[src/rtl/twi_ee_pkg.sv]
package twi_ee_pkg;

  typedef enum logic [2:0] {
    ST_IDLE,
    ST_DEV,
    ST_DEV_ACK,
    ST_WORD,
    ST_DATA,
    ST_RX_ACK,
    ST_TX,
    ST_TX_ACK
  } twi_state_e;

  localparam logic [3:0] DEV_PREFIX = 4'b1010;
  localparam int         BYTE_W     = 8;

endpackage

[src/rtl/twi_ee_linesync.sv]
module twi_ee_linesync #(
  parameter int STAGES = 2
) (
  input  logic clk,
  input  logic rst_n,
  input  logic scl_i,
  input  logic sda_i,
  output logic sda_lvl,
  output logic scl_rise,
  output logic scl_fall,
  output logic start_det,
  output logic stop_det
);

  logic [STAGES-1:0] scl_ff;
  logic [STAGES-1:0] sda_ff;
  logic              scl_q;
  logic              sda_q;
  logic              scl_lvl;

  generate
    if (STAGES == 1) begin : g_one
      always_ff @(posedge clk or negedge rst_n) begin
        if (!rst_n) begin
          scl_ff <= '1;
          sda_ff <= '1;
        end else begin
          scl_ff <= scl_i;
          sda_ff <= sda_i;
        end
      end
    end else begin : g_chain
      always_ff @(posedge clk or negedge rst_n) begin
        if (!rst_n) begin
          scl_ff <= '1;
          sda_ff <= '1;
        end else begin
          scl_ff <= {scl_ff[STAGES-2:0], scl_i};
          sda_ff <= {sda_ff[STAGES-2:0], sda_i};
        end
      end
    end
  endgenerate

  assign scl_lvl = scl_ff[STAGES-1];
  assign sda_lvl = sda_ff[STAGES-1];

  always_ff @(posedge clk or negedge rst_n) begin
    if (!rst_n) begin
      scl_q <= 1'b1;
      sda_q <= 1'b1;
    end else begin
      scl_q <= scl_lvl;
      sda_q <= sda_lvl;
    end
  end

  assign scl_rise  = ~scl_q & scl_lvl;
  assign scl_fall  = scl_q & ~scl_lvl;
  assign start_det = scl_q & scl_lvl & sda_q & ~sda_lvl;
  assign stop_det  = scl_q & scl_lvl & ~sda_q & sda_lvl;

endmodule

[src/rtl/twi_ee_pagebuf.sv]
module twi_ee_pagebuf #(
  parameter int PAGE_W = 3,
  parameter int DW     = 8
) (
  input  logic                        clk,
  input  logic                        rst_n,
  input  logic                        clr,
  input  logic                        wr,
  input  logic [PAGE_W-1:0]           slot,
  input  logic [DW-1:0]               din,
  output logic [(1<<PAGE_W)*DW-1:0]   dout,
  output logic [(1<<PAGE_W)-1:0]      mask
);

  localparam int PAGE = 1 << PAGE_W;

  for (genvar s = 0; s < PAGE; s++) begin : g_slot
    logic [DW-1:0] byte_q;
    logic          full_q;

    always_ff @(posedge clk or negedge rst_n) begin
      if (!rst_n) begin
        byte_q <= '0;
        full_q <= 1'b0;
      end else if (clr) begin
        full_q <= 1'b0;
      end else if (wr && slot == PAGE_W'(s)) begin
        byte_q <= din;
        full_q <= 1'b1;
      end
    end

    assign dout[s*DW +: DW] = byte_q;
    assign mask[s]          = full_q;
  end

endmodule

[src/rtl/twi_ee_array.sv]
module twi_ee_array #(
  parameter int AW     = 8,
  parameter int PAGE_W = 3,
  parameter int DW     = 8
) (
  input  logic                        clk,
  input  logic                        rst_n,
  input  logic [AW-1:0]               rd_addr,
  output logic [DW-1:0]               rd_data,
  input  logic                        cm_en,
  input  logic [AW-PAGE_W-1:0]        cm_page,
  input  logic [(1<<PAGE_W)*DW-1:0]   cm_data,
  input  logic [(1<<PAGE_W)-1:0]      cm_mask
);

  localparam int DEPTH = 1 << AW;
  localparam int PAGE  = 1 << PAGE_W;
  localparam int PGW   = AW - PAGE_W;

  logic [DEPTH*DW-1:0] cells;

  for (genvar g = 0; g < DEPTH; g++) begin : g_word
    localparam int             SLOT   = g % PAGE;
    localparam logic [PGW-1:0] PG_IDX = PGW'(g / PAGE);
    logic [DW-1:0] cell_q;

    always_ff @(posedge clk or negedge rst_n) begin
      if (!rst_n) begin
        cell_q <= '0;
      end else if (cm_en && cm_page == PG_IDX && cm_mask[SLOT]) begin
        cell_q <= cm_data[SLOT*DW +: DW];
      end
    end

    assign cells[g*DW +: DW] = cell_q;
  end

  assign rd_data = cells[rd_addr*DW +: DW];

endmodule

[src/rtl/twi_ee_wtimer.sv]
module twi_ee_wtimer #(
  parameter int CYCLES = 5000
) (
  input  logic clk,
  input  logic rst_n,
  input  logic kick,
  output logic busy
);

  localparam int CW = $clog2(CYCLES + 1);

  logic [CW-1:0] cnt_q;

  always_ff @(posedge clk or negedge rst_n) begin
    if (!rst_n) begin
      cnt_q <= '0;
    end else if (kick) begin
      cnt_q <= CW'(CYCLES);
    end else if (cnt_q != '0) begin
      cnt_q <= cnt_q - CW'(1);
    end
  end

  assign busy = (cnt_q != '0);

endmodule

[src/rtl/eeprom_twi_target.sv]
module eeprom_twi_target
  import twi_ee_pkg::*;
#(
  parameter int ADDR_W       = 8,
  parameter int PAGE_W       = 3,
  parameter int WRITE_CYCLES = 5000,
  parameter int SYNC_STAGES  = 2
) (
  input  logic       clk,
  input  logic       rst_n,
  input  logic       scl_i,
  input  logic       sda_i,
  output logic       sda_oe,
  input  logic [2:0] strap_id,
  input  logic       wr_protect
);

  localparam int PAGE = 1 << PAGE_W;
  localparam int PGW  = ADDR_W - PAGE_W;

  // line conditioning
  logic sda_lvl, scl_rise, scl_fall, start_det, stop_det;

  twi_ee_linesync #(.STAGES(SYNC_STAGES)) u_sync (
    .clk       (clk),
    .rst_n     (rst_n),
    .scl_i     (scl_i),
    .sda_i     (sda_i),
    .sda_lvl   (sda_lvl),
    .scl_rise  (scl_rise),
    .scl_fall  (scl_fall),
    .start_det (start_det),
    .stop_det  (stop_det)
  );

  // protocol state
  twi_state_e             state_q;
  logic [3:0]             bit_cnt;
  logic [BYTE_W-1:0]      rx_sh;
  logic [BYTE_W-2:0]      tx_sh;
  logic [ADDR_W-1:0]      addr_q;
  logic                   rd_mode;
  logic                   wr_xfer;
  logic                   host_ack;
  logic                   sda_oe_q;
  logic                   busy;
  logic                   st_idle;

  // storage side
  logic [BYTE_W-1:0]      rd_data;
  logic                   pb_clr, pb_wr, commit;
  logic [PAGE*BYTE_W-1:0] pb_data;
  logic [PAGE-1:0]        pb_mask;
  logic                   rx_done, dev_match;

  assign st_idle   = (state_q == ST_IDLE);
  assign rx_done   = scl_fall && (bit_cnt == 4'd8);
  assign dev_match = (rx_sh[7:4] == DEV_PREFIX) && (rx_sh[3:1] == strap_id);

  assign pb_clr = ~busy & (start_det | stop_det);
  assign pb_wr  = ~busy & ~start_det & ~stop_det & (state_q == ST_DATA) & rx_done;
  assign commit = ~busy & stop_det & wr_xfer & (|pb_mask) & ~wr_protect;

  twi_ee_pagebuf #(.PAGE_W(PAGE_W), .DW(BYTE_W)) u_pagebuf (
    .clk   (clk),
    .rst_n (rst_n),
    .clr   (pb_clr),
    .wr    (pb_wr),
    .slot  (addr_q[PAGE_W-1:0]),
    .din   (rx_sh),
    .dout  (pb_data),
    .mask  (pb_mask)
  );

  twi_ee_array #(.AW(ADDR_W), .PAGE_W(PAGE_W), .DW(BYTE_W)) u_array (
    .clk     (clk),
    .rst_n   (rst_n),
    .rd_addr (addr_q),
    .rd_data (rd_data),
    .cm_en   (commit),
    .cm_page (addr_q[ADDR_W-1:PAGE_W]),
    .cm_data (pb_data),
    .cm_mask (pb_mask)
  );

  twi_ee_wtimer #(.CYCLES(WRITE_CYCLES)) u_wtimer (
    .clk   (clk),
    .rst_n (rst_n),
    .kick  (commit),
    .busy  (busy)
  );

  always_ff @(posedge clk or negedge rst_n) begin
    if (!rst_n) begin
      state_q  <= ST_IDLE;
      bit_cnt  <= '0;
      rx_sh    <= '0;
      tx_sh    <= '0;
      addr_q   <= '0;
      rd_mode  <= 1'b0;
      wr_xfer  <= 1'b0;
      host_ack <= 1'b0;
      sda_oe_q <= 1'b0;
    end else if (busy) begin
      state_q  <= ST_IDLE;
      sda_oe_q <= 1'b0;
      wr_xfer  <= 1'b0;
    end else if (start_det) begin
      state_q  <= ST_DEV;
      bit_cnt  <= '0;
      sda_oe_q <= 1'b0;
      wr_xfer  <= 1'b0;
    end else if (stop_det) begin
      state_q  <= ST_IDLE;
      sda_oe_q <= 1'b0;
      wr_xfer  <= 1'b0;
    end else begin
      unique case (state_q)
        ST_DEV, ST_WORD, ST_DATA: begin
          if (scl_rise && bit_cnt < 4'd8) begin
            rx_sh   <= {rx_sh[BYTE_W-2:0], sda_lvl};
            bit_cnt <= bit_cnt + 4'd1;
          end else if (rx_done) begin
            if (state_q == ST_DEV) begin
              if (dev_match) begin
                sda_oe_q <= 1'b1;
                rd_mode  <= rx_sh[0];
                wr_xfer  <= ~rx_sh[0];
                state_q  <= ST_DEV_ACK;
              end else begin
                state_q  <= ST_IDLE;
              end
            end else begin
              if (state_q == ST_WORD) begin
                addr_q <= rx_sh;
              end else begin
                addr_q[PAGE_W-1:0] <= addr_q[PAGE_W-1:0] + PAGE_W'(1);
              end
              sda_oe_q <= 1'b1;
              state_q  <= ST_RX_ACK;
            end
          end
        end
        ST_DEV_ACK: begin
          if (scl_fall) begin
            bit_cnt <= '0;
            if (rd_mode) begin
              tx_sh    <= rd_data[BYTE_W-2:0];
              sda_oe_q <= ~rd_data[BYTE_W-1];
              addr_q   <= addr_q + ADDR_W'(1);
              state_q  <= ST_TX;
            end else begin
              sda_oe_q <= 1'b0;
              state_q  <= ST_WORD;
            end
          end
        end
        ST_RX_ACK: begin
          if (scl_fall) begin
            sda_oe_q <= 1'b0;
            bit_cnt  <= '0;
            state_q  <= ST_DATA;
          end
        end
        ST_TX: begin
          if (scl_fall) begin
            if (bit_cnt == 4'd7) begin
              sda_oe_q <= 1'b0;
              host_ack <= 1'b0;
              state_q  <= ST_TX_ACK;
            end else begin
              sda_oe_q <= ~tx_sh[BYTE_W-2];
              tx_sh    <= {tx_sh[BYTE_W-3:0], 1'b0};
              bit_cnt  <= bit_cnt + 4'd1;
            end
          end
        end
        ST_TX_ACK: begin
          if (scl_rise) begin
            host_ack <= ~sda_lvl;
          end else if (scl_fall) begin
            bit_cnt <= '0;
            if (host_ack) begin
              tx_sh    <= rd_data[BYTE_W-2:0];
              sda_oe_q <= ~rd_data[BYTE_W-1];
              addr_q   <= addr_q + ADDR_W'(1);
              state_q  <= ST_TX;
            end else begin
              state_q  <= ST_IDLE;
            end
          end
        end
        default: begin
          state_q <= ST_IDLE;
        end
      endcase
    end
  end

  assign sda_oe = sda_oe_q;

endmodule

[config.mk]
export PLATFORM = sky130hd
export DESIGN_NAME = eeprom_twi_target
export DESIGN_NICKNAME = d
export VERILOG_FILES = /design/src/rtl/twi_ee_pkg.sv /design/src/rtl/twi_ee_linesync.sv /design/src/rtl/twi_ee_pagebuf.sv /design/src/rtl/twi_ee_array.sv /design/src/rtl/twi_ee_wtimer.sv /design/src/rtl/eeprom_twi_target.sv
export SDC_FILE = /design/constraint.sdc
export NUM_CORES = 2
export LEC_CHECK = 0
export BUFFER_PORTS_ARGS = -buffer_cell sky130_fd_sc_hd__clkbuf_2
export CORE_MARGIN = 2
export CORE_UTILIZATION = 60
export CTS_BUF_LIST = sky130_fd_sc_hd__clkbuf_4
export DETAILED_ROUTE_END_ITERATION = 8
export PLACE_DENSITY = 0.76
export SKIP_CTS_REPAIR_TIMING = 1
export SLEW_MARGIN = 20
export SYNTH_ARGS = -nofsm -noshare
export SYNTH_HDL_FRONTEND = slang
export SYNTH_HIERARCHICAL = 1
export SYNTH_SLANG_ARGS = --single-unit
export TNS_END_PERCENT = 1
[constraint.sdc]
create_clock -name clk -period 3.6 [get_ports clk]
set_clock_uncertainty 0.05 [all_clocks]
set_input_delay 0.36 -clock clk [delete_from_list [all_inputs] [get_ports clk]]
set_output_delay 0.36 -clock clk [all_outputs]
set_load 0.005 [all_outputs]
# [Word-level counts from Yosys, hierarchy flattened]
# Cells that the tools add are included.
[totals] memories=0 in_bits=8 register_bits=2173 ramBits=0 out_inout_bits=1 elab_cells=831 rom_bits=0 latchBits=0
[classes] n_lt_le_gt_ge=1 eq_ne=78 multipliers=0 div=0 bitwise=30 shift=1 n_reduce_logical=341 n_mux=89 add_sub_neg=4
[op_table] op="$shiftx 2048x12->8" count=1
[op_table] op="$logic_and 1x1->1" count=299
[op_table] op="$eq 5x5->1 const B" count=16
[op_table] op="$mux 8" count=8
[op_table] op="$mux 7" count=7
[op_table] op="$mux 3" count=15
[op_table] op="$ne 5x5->1 const B" count=9
[op_table] op="$mux 1" count=42
[op_table] op="$eq 5x4->1 const B" count=8
[op_table] op="$mux 4" count=7
[op_table] op="$ne 2x2->1 const B" count=14
[op_table] op="$mux 13" count=2
[op_table] op="$eq 3x3->1 const B" count=8
[op_table] op="$pmux 8 s3" count=1
[op_table] op="$pmux 7 s3" count=1
[op_table] op="$eq 5x3->1 const B" count=4
[op_table] op="$reduce_bool 2->1" count=10
[op_table] op="$and 1x1->1" count=16
[op_table] op="$pmux 4 s4" count=1
[op_table] op="$reduce_and 2->1" count=8
[op_table] op="$reduce_and 8->1" count=2
[op_table] op="$reduce_bool 4->1" count=4
[op_table] op="$pmux 3 s5" count=1
[op_table] op="$reduce_and 7->1" count=2
[op_table] op="35 further kinds" count=58

# [Logic depth before layout (Yosys ltp)]
[logic_depth] word_depth=11 mapped_depth=15 depth_no_buf=12

# [Modules after synthesis]
# The synthesis kept the hierarchy.
[by_module_without_submodules] mod="twi_ee_array" cells_each=5966 instances=1 seq_area_each_um2=51249.2 area_per_inst_um2=92889.1
[by_module_without_submodules] mod="twi_ee_pagebuf" cells_each=173 instances=1 seq_area_each_um2=1801.7 area_per_inst_um2=2849.0
[by_module_without_submodules] mod="eeprom_twi_target" cells_each=244 instances=1 seq_area_each_um2=850.8 area_per_inst_um2=2139.6
[by_module_without_submodules] mod="twi_ee_wtimer" cells_each=74 instances=1 seq_area_each_um2=325.3 area_per_inst_um2=706.9
[by_module_without_submodules] mod="twi_ee_linesync" cells_each=10 instances=1 seq_area_each_um2=157.7 area_per_inst_um2=190.2

# [Least setup slack after synthesis]
# No wires, ideal clock.
[synth_timing] path_type="reg2reg" startpoint="register u_wtimer.cnt_q[0]" endpoint="register u_array.g_word[25].cell_q[0]" slack_ns=0.128 arrival_ns=3.294 setup_time_ns=0.128 synth_period_minus_slack_ns=3.472 stages_incl_launch_ff=13 cell_sequence="dfrtp_1 inv_1 ha_1 nor4b_1 nand3_1 nor2_1 nand3_1 a21oi_1 nor2b_1 nand3_1 nor3_2 nand2_1 mux2_1"
[synth_between] elab_chain_len=8
[synth_lines] element="start: declaration" line="twi_ee_wtimer.sv:12" rtl="logic [CW-1:0] cnt_q;"
[synth_lines] element="start signal: assignment" line="twi_ee_wtimer.sv:18" rtl="cnt_q <= CW'(CYCLES);"
[synth_lines] element="start signal: assignment" line="twi_ee_wtimer.sv:20" rtl="cnt_q <= cnt_q - CW'(1);"
[synth_lines] element="$reduce_bool 13->1" line="twi_ee_wtimer.sv:24" rtl="assign busy = (cnt_q != '0);"
[synth_lines] element="via busy" line="eeprom_twi_target.sv:46" rtl="logic busy;"
[synth_lines] element="$not 1->1 (no line)"
[synth_lines] element="$and 1x1->1 (4 in a row)" line="eeprom_twi_target.sv:62" rtl="assign commit = ~busy & stop_det & wr_xfer & (|pb_mask) & ~wr_protect;"
[synth_lines] element="via commit" line="eeprom_twi_target.sv:51" rtl="logic pb_clr, pb_wr, commit;"
[synth_lines] element="$logic_and 1x1->1 (2 in a row)" line="twi_ee_array.sv:30" rtl="end else if (cm_en && cm_page == PG_IDX && cm_mask[SLOT]) begin"
[synth_lines] element="end signal: assignment" line="twi_ee_array.sv:31" rtl="cell_q <= cm_data[SLOT*DW +: DW];"
[synth_lines] element="end: declaration" line="twi_ee_array.sv:25" rtl="logic [DW-1:0] cell_q;"
# The timed path passes the listed nets, and every way through them passes these cells.
# A chain may end at the register's enable or synchronous reset.

# [Worst setup path in the final report]
[layout_timing] startpoint="register addr_q[1]" endpoint="register sda_oe_q, in the netlist sda_oe"
[layout_between] elab_chain_len=9 elab_cells_between_ends=11 cone_classes="1 x shift; 9 x mux; 1 x bitwise"
[layout_lines] element="start: declaration" line="eeprom_twi_target.sv:41" rtl="logic [ADDR_W-1:0] addr_q;"
[layout_lines] element="start signal: assignment" line="eeprom_twi_target.sv:135" rtl="addr_q <= rx_sh;"
[layout_lines] element="start signal: indexed assignment" line="eeprom_twi_target.sv:137" rtl="addr_q[PAGE_W-1:0] <= addr_q[PAGE_W-1:0] + PAGE_W'(1);"
[layout_lines] element="start signal: assignment" line="eeprom_twi_target.sv:150" rtl="addr_q <= addr_q + ADDR_W'(1);"
[layout_lines] element="$shiftx 2048x12->8 (*)" line="twi_ee_array.sv:38" rtl="assign rd_data = cells[rd_addr*DW +: DW];"
[layout_lines] element="via rd_data[7]" line="eeprom_twi_target.sv:50" rtl="logic [BYTE_W-1:0] rd_data;"
[layout_lines] element="$not 1->1 (*)" line="eeprom_twi_target.sv:149, eeprom_twi_target.sv:185"
[layout_lines] element="$mux 1" line="eeprom_twi_target.sv:183" rtl="if (host_ack) begin"
[layout_lines] element="$mux 1" line="eeprom_twi_target.sv:181" rtl="end else if (scl_fall) begin"
[layout_lines] element="$mux 1" line="eeprom_twi_target.sv:179" rtl="if (scl_rise) begin"
[layout_lines] element="$pmux 1 s5 (*)" line="eeprom_twi_target.sv:118" rtl="unique case (state_q)"
[layout_lines] element="$mux 1 (*)" line="eeprom_twi_target.sv:113" rtl="end else if (stop_det) begin"
[layout_lines] element="$mux 1 (*)" line="eeprom_twi_target.sv:108" rtl="end else if (start_det) begin"
[layout_lines] element="$mux 1 (*)" line="eeprom_twi_target.sv:104" rtl="end else if (busy) begin"
[layout_lines] element="end signal: assignment" line="eeprom_twi_target.sv:149" rtl="sda_oe_q <= ~rd_data[BYTE_W-1];"
[layout_lines] element="end signal: assignment" line="eeprom_twi_target.sv:172" rtl="sda_oe_q <= ~tx_sh[BYTE_W-2];"
[layout_lines] element="end signal: assignment" line="eeprom_twi_target.sv:185" rtl="sda_oe_q <= ~rd_data[BYTE_W-1];"
[layout_lines] element="end: declaration" line="eeprom_twi_target.sv:45" rtl="logic sda_oe_q;"
# Mark *: on every way through the listed nets, which the timed path passes. The rest lies on a longest branch. The select of a mux whose other input is x is not followed.

==> summary.md <==
| Metric | Value |
|---|---|
| WL/cell | `34.25 um` |
| Setup tns final | `-0.1657 ns` |
| Number of clock buffers inserted by TritonCTS | `584` |
| Floorplan die area | `167900 sq um` |
| Post-Syn Nets | `6480` |
| Setup crit end kind | `flop` |
| Aggregate routed wire length | `336900 um` |
| Router iterations before antenna repair | `6` |
| Worst hold path class | `in2reg` |
| Multi-input gate area in the final layout | `42160 sq um` |
| Worst flop-to-flop path endpoint | `sda_oe` |
| Final-report max-slew violation count | `0` |
| Post-synthesis average cell area | `15.27 sq um` |
| Share of total power in the clock network | `0.464` |
| Internal power summed over all cells | `35.91 mW` |
| Final hold vios | `0` |
| Fraction of layout cells with a size suffix above 1 | `0.5579` |
| Count of yosys warnings during synthesis | `6` |
| Number of distinct standard cells referenced by the synthesized netlist | `89` |
| Most Frequent Cell on Critical Path | `sky130_fd_sc_hd__buf_12` |
| Final nets | `7295` |
| Most frequent cells in the layout | `2094 x sky130_fd_sc_hd__mux2_2, 2089 x sky130_fd_sc_hd__dfrtp_1, 855 x sky130_fd_sc_hd__clkbuf_4` |
| Fillcell total | `11080` |
| Via count of the routed design | `67250` |
| Hold slack | `0.1433 ns` |
| Cell at the root of the clock tree | `sky130_fd_sc_hd__clkbuf_4` |
| DIE HEIGHT | `409.7 um` |
| Post-synth EDFFs | `0` |
| Post-synthesis cell type with the largest combined area | `sky130_fd_sc_hd__dfrtp_1` |
| Insertion delay to the later sink of the worst-skew pair | `1.44 ns` |
| Fraction of the yosys area taken by sequential cells | `0.5506` |
| Via density per instance | `6.837` |
| Outcome | `finished, violations left` |
| H-tree depth | `6` |
| Post-placement cell count | `8859` |
| Vias in the first global route | `68960` |
| Netlist area before placement | `98770 sq um` |
| Clk slew on worst S/H paths | `0.06 ns` |
| Worst slew margin | `0.1670` |
| Switching Power | `10.74 mW` |
| Cells taking the most area after synthesis | `sky130_fd_sc_hd__dfrtp_1 55%, sky130_fd_sc_hd__mux2_2 24%, sky130_fd_sc_hd__mux4_2 10%` |
| Initial cell density of the core | `0.6055` |
| Post-Syn Instances | `6467` |
| Portion of synthesized cell area occupied by the leading cell type | `0.5490` |
| Max clock buf depth | `4` |
| Async set-or-reset flop fraction in the synthesized netlist | `1.000` |
| Congestion Overflow GR | `0` |
| Power density of the placed cells | `414.4 nW/um^2` |
| Slack of the worst reg-to-reg path | `-0.11 ns` |
| Antenna violations before repair | `33` |
| FF-to-FF path depth | `12` |
| Port buffer count | `8` |
| Wire length of the first global-routing pass | `484100 um` |
| Critical path's largest stage delay | `0.56 ns` |
| Initial drt markers | `8356` |
| Most common library cell in the layout ignoring fill and taps | `sky130_fd_sc_hd__mux2_2` |
| Cell with the largest stage delay on the worst path | `sky130_fd_sc_hd__dfrtp_4` |
| Data arrival time of the worst path | `4.93 ns` |
| Routed Antenna Nets | `0` |
| Fmax achieved | `269.4 MHz` |
| Worst-Margin Slew | `1.250 ns` |
| Crit share post-route | `1.031` |
| Width of the die | `409.7 um` |
| Num rows | `148` |
| Final critical delay including setup and external delays | `3.712 ns` |
| Flop pwr share | `0.524` |
| Count of pins on the block boundary | `9` |
| Logic pwr share | `0.013` |
| Number of standard cells in the final layout excluding fillers | `9836` |
| Final estimated routing congestion in global placement | `1.040` |
| CP Launch Point | `addr_q[1]` |
| Global-route usage over all layers | `0.4052` |
| Worst Setup Slack, final | `-0.1122 ns` |
| Core Box Area | `163100 sq um` |
| Worst Path Required | `4.81 ns` |
| Remaining design rule violation count | `0` |
| Critical path cell sequence | `buf_12, buf_12, mux4_2, nand2_1, a31oi_1, nor4_1, nor4_2, buf_4, o21ai_0, a221o_1, o31a_1, o21a_1` |
| Worst supply voltage drop on vdd | `338.4 uV` |
| Unrepaired setup endpoints after global routing | `yes` |
| Largest net degree at the start of global routing | `157` |
| Number of violations of the max-capacitance limit | `0` |
| Post-synth top flop | `sky130_fd_sc_hd__dfrtp_1` |
| Synthesis-to-finish area growth | `13.95%` |
| Final setup fails | `2` |
| Flop and latch count out of synthesis | `2173` |
| Category of the worst setup path launch point | `flop` |
| Launch point of the worst reg-to-reg path | `addr_q[1]` |
| Switching power as a share of total power | `0.2302` |
| Failing checks | `setup timing` |
| Sum of net half-perimeters after detailed placement | `216600 um` |
| CTS tree | `yes` |
| Register area | `54500 sq um` |
| Leakage power | `54.39 nW` |
| TritonCTS sink count | `2173` |
| Setup CP Type | `reg2reg` |
| Endpoint of the most critical setup path | `sda_oe` |
| Critical-path maximum fanout | `40` |
-- flip-flops by register name, summed over array words and instances (netlist names) --
name and count:
u_array/g_word.cell_q 2048, rd_mode 1, u_sync/sda_ff 2, u_sync/scl_ff 2, sda_oe 1, u_pagebuf/g_slot.full_q 8, u_sync/scl_q 1, u_sync/sda_q 1
rx_sh 8, u_wtimer/cnt_q 13, u_pagebuf/g_slot.byte_q 64, addr_q 8, host_ack 1, wr_xfer 1, bit_cnt 4, state_q 3
tx_sh 7
-- critical path: cells and delay by family (launching register included) --
kind | cells | cell delay (ns)
AOI/OAI and AO/OA | 5 | 1.28
buffers and inverters | 3 | 0.83
and+or+nand+nor | 3 | 0.61
DFF | 1 | 0.56
muxes | 1 | 0.24
-- cells by family after synthesis --
logic type,after synthesis,synth area share
muxes,2724,0.3615
AOI/OAI and AO/OA,467,0.03262
xor gates and xnor gates,4,0.0003546
and+or+nand+nor,626,0.03022
adders and majority gates,5,0.0006334
buffers and inverters,468,0.02409
DFF,2173,0.5506
-- stage by stage --
stage | util | worst slack, ns | area [sq um] | power [mW]
after floorplan | - | 0.1280 | 98770 | 24.89
after global placement | 0.6450 | -0.2346 | 105200 | 25.46
after detailed placement | 0.6450 | -0.2096 | 105200 | 25.47
after CTS | 0.6881 | -0.2029 | 112300 | 46.94
after global routing | 0.6898 | -0.08084 | 112500 | 48.39
final | 0.6899 | -0.1122 | 112600 | 46.65
-- power groups by stage --
stage	logic [mW]	registers [mW]	clock network (mW)
after global routing	0.682	24.4	23.3
after floorplan	0.00787	24.9	0
after detailed placement	0.595	24.9	0
final	0.585	24.4	21.6
after global placement	0.579	24.9	0
after CTS	0.596	24.4	21.9
-- final cells by class --
cell class	instances	share of cell area
inverter	26	0.0008671
multi-input combinational	3826	0.3746
tap	2175	0.02418
antenna	11	0.0002446
sequential	2173	0.4842
clock inverter	99	0.005480
timing repair buffer	671	0.05340
clock buffer	855	0.05703
-- worst min-delay path by stage --
stage          cells after the start  slack [ns]                 to        start
2_1_floorplan                      0        0.01          addr_q[0]        rst_n
3_3_place_gp                       1        0.28  u_wtimer/cnt_q[7]        rst_n
3_5_place_dp                       1        0.28  u_wtimer/cnt_q[7]        rst_n
4_1_cts                            1       -1.24  u_wtimer/cnt_q[9]        rst_n
5_1_grt                            3         0.1   u_sync/sda_ff[0]        sda_i
6_report                           7        0.14            rd_mode  strap_id[1]
-- cells in the mapped netlist (all sizes together) (6+ instances only) --
cell / count
nor4: 26
or4: 8
o2bb2ai: 8
nand2: 354
mux2: 2125
dfstp: 6
o221ai: 36
and2: 6
mux2i: 140
nand4b: 6
a22oi: 125
o31ai: 12
a221oi: 9
a31oi: 25
a211oi: 29
dfrtp: 2167
nor2b: 14
clkbuf: 280
o22ai: 29
nor2: 80
o32ai: 13
a21oi: 105
nor3: 31
inv: 26
mux4: 459
or3: 11
nand4: 7
a22o: 10
buf: 162
nand3b: 7
nand3: 31
nand2b: 19
o21ai: 39
-- per-layer routing --
| metal | up-vias | part of all wire | GRT usage |
|---|---|---|---|
| met5 | - | 0.00031 | 0 |
| met4 | 16 | 0.055 | 0.2010 |
| met3 | 1021 | 0.14 | 0.1578 |
| met1 | 35590 | 0.38 | 0.5511 |
| li1 | 26290 | - | - |
| met2 | 4330 | 0.43 | 0.5707 |
No activity file was read; power rests on OpenSTA's default activity.
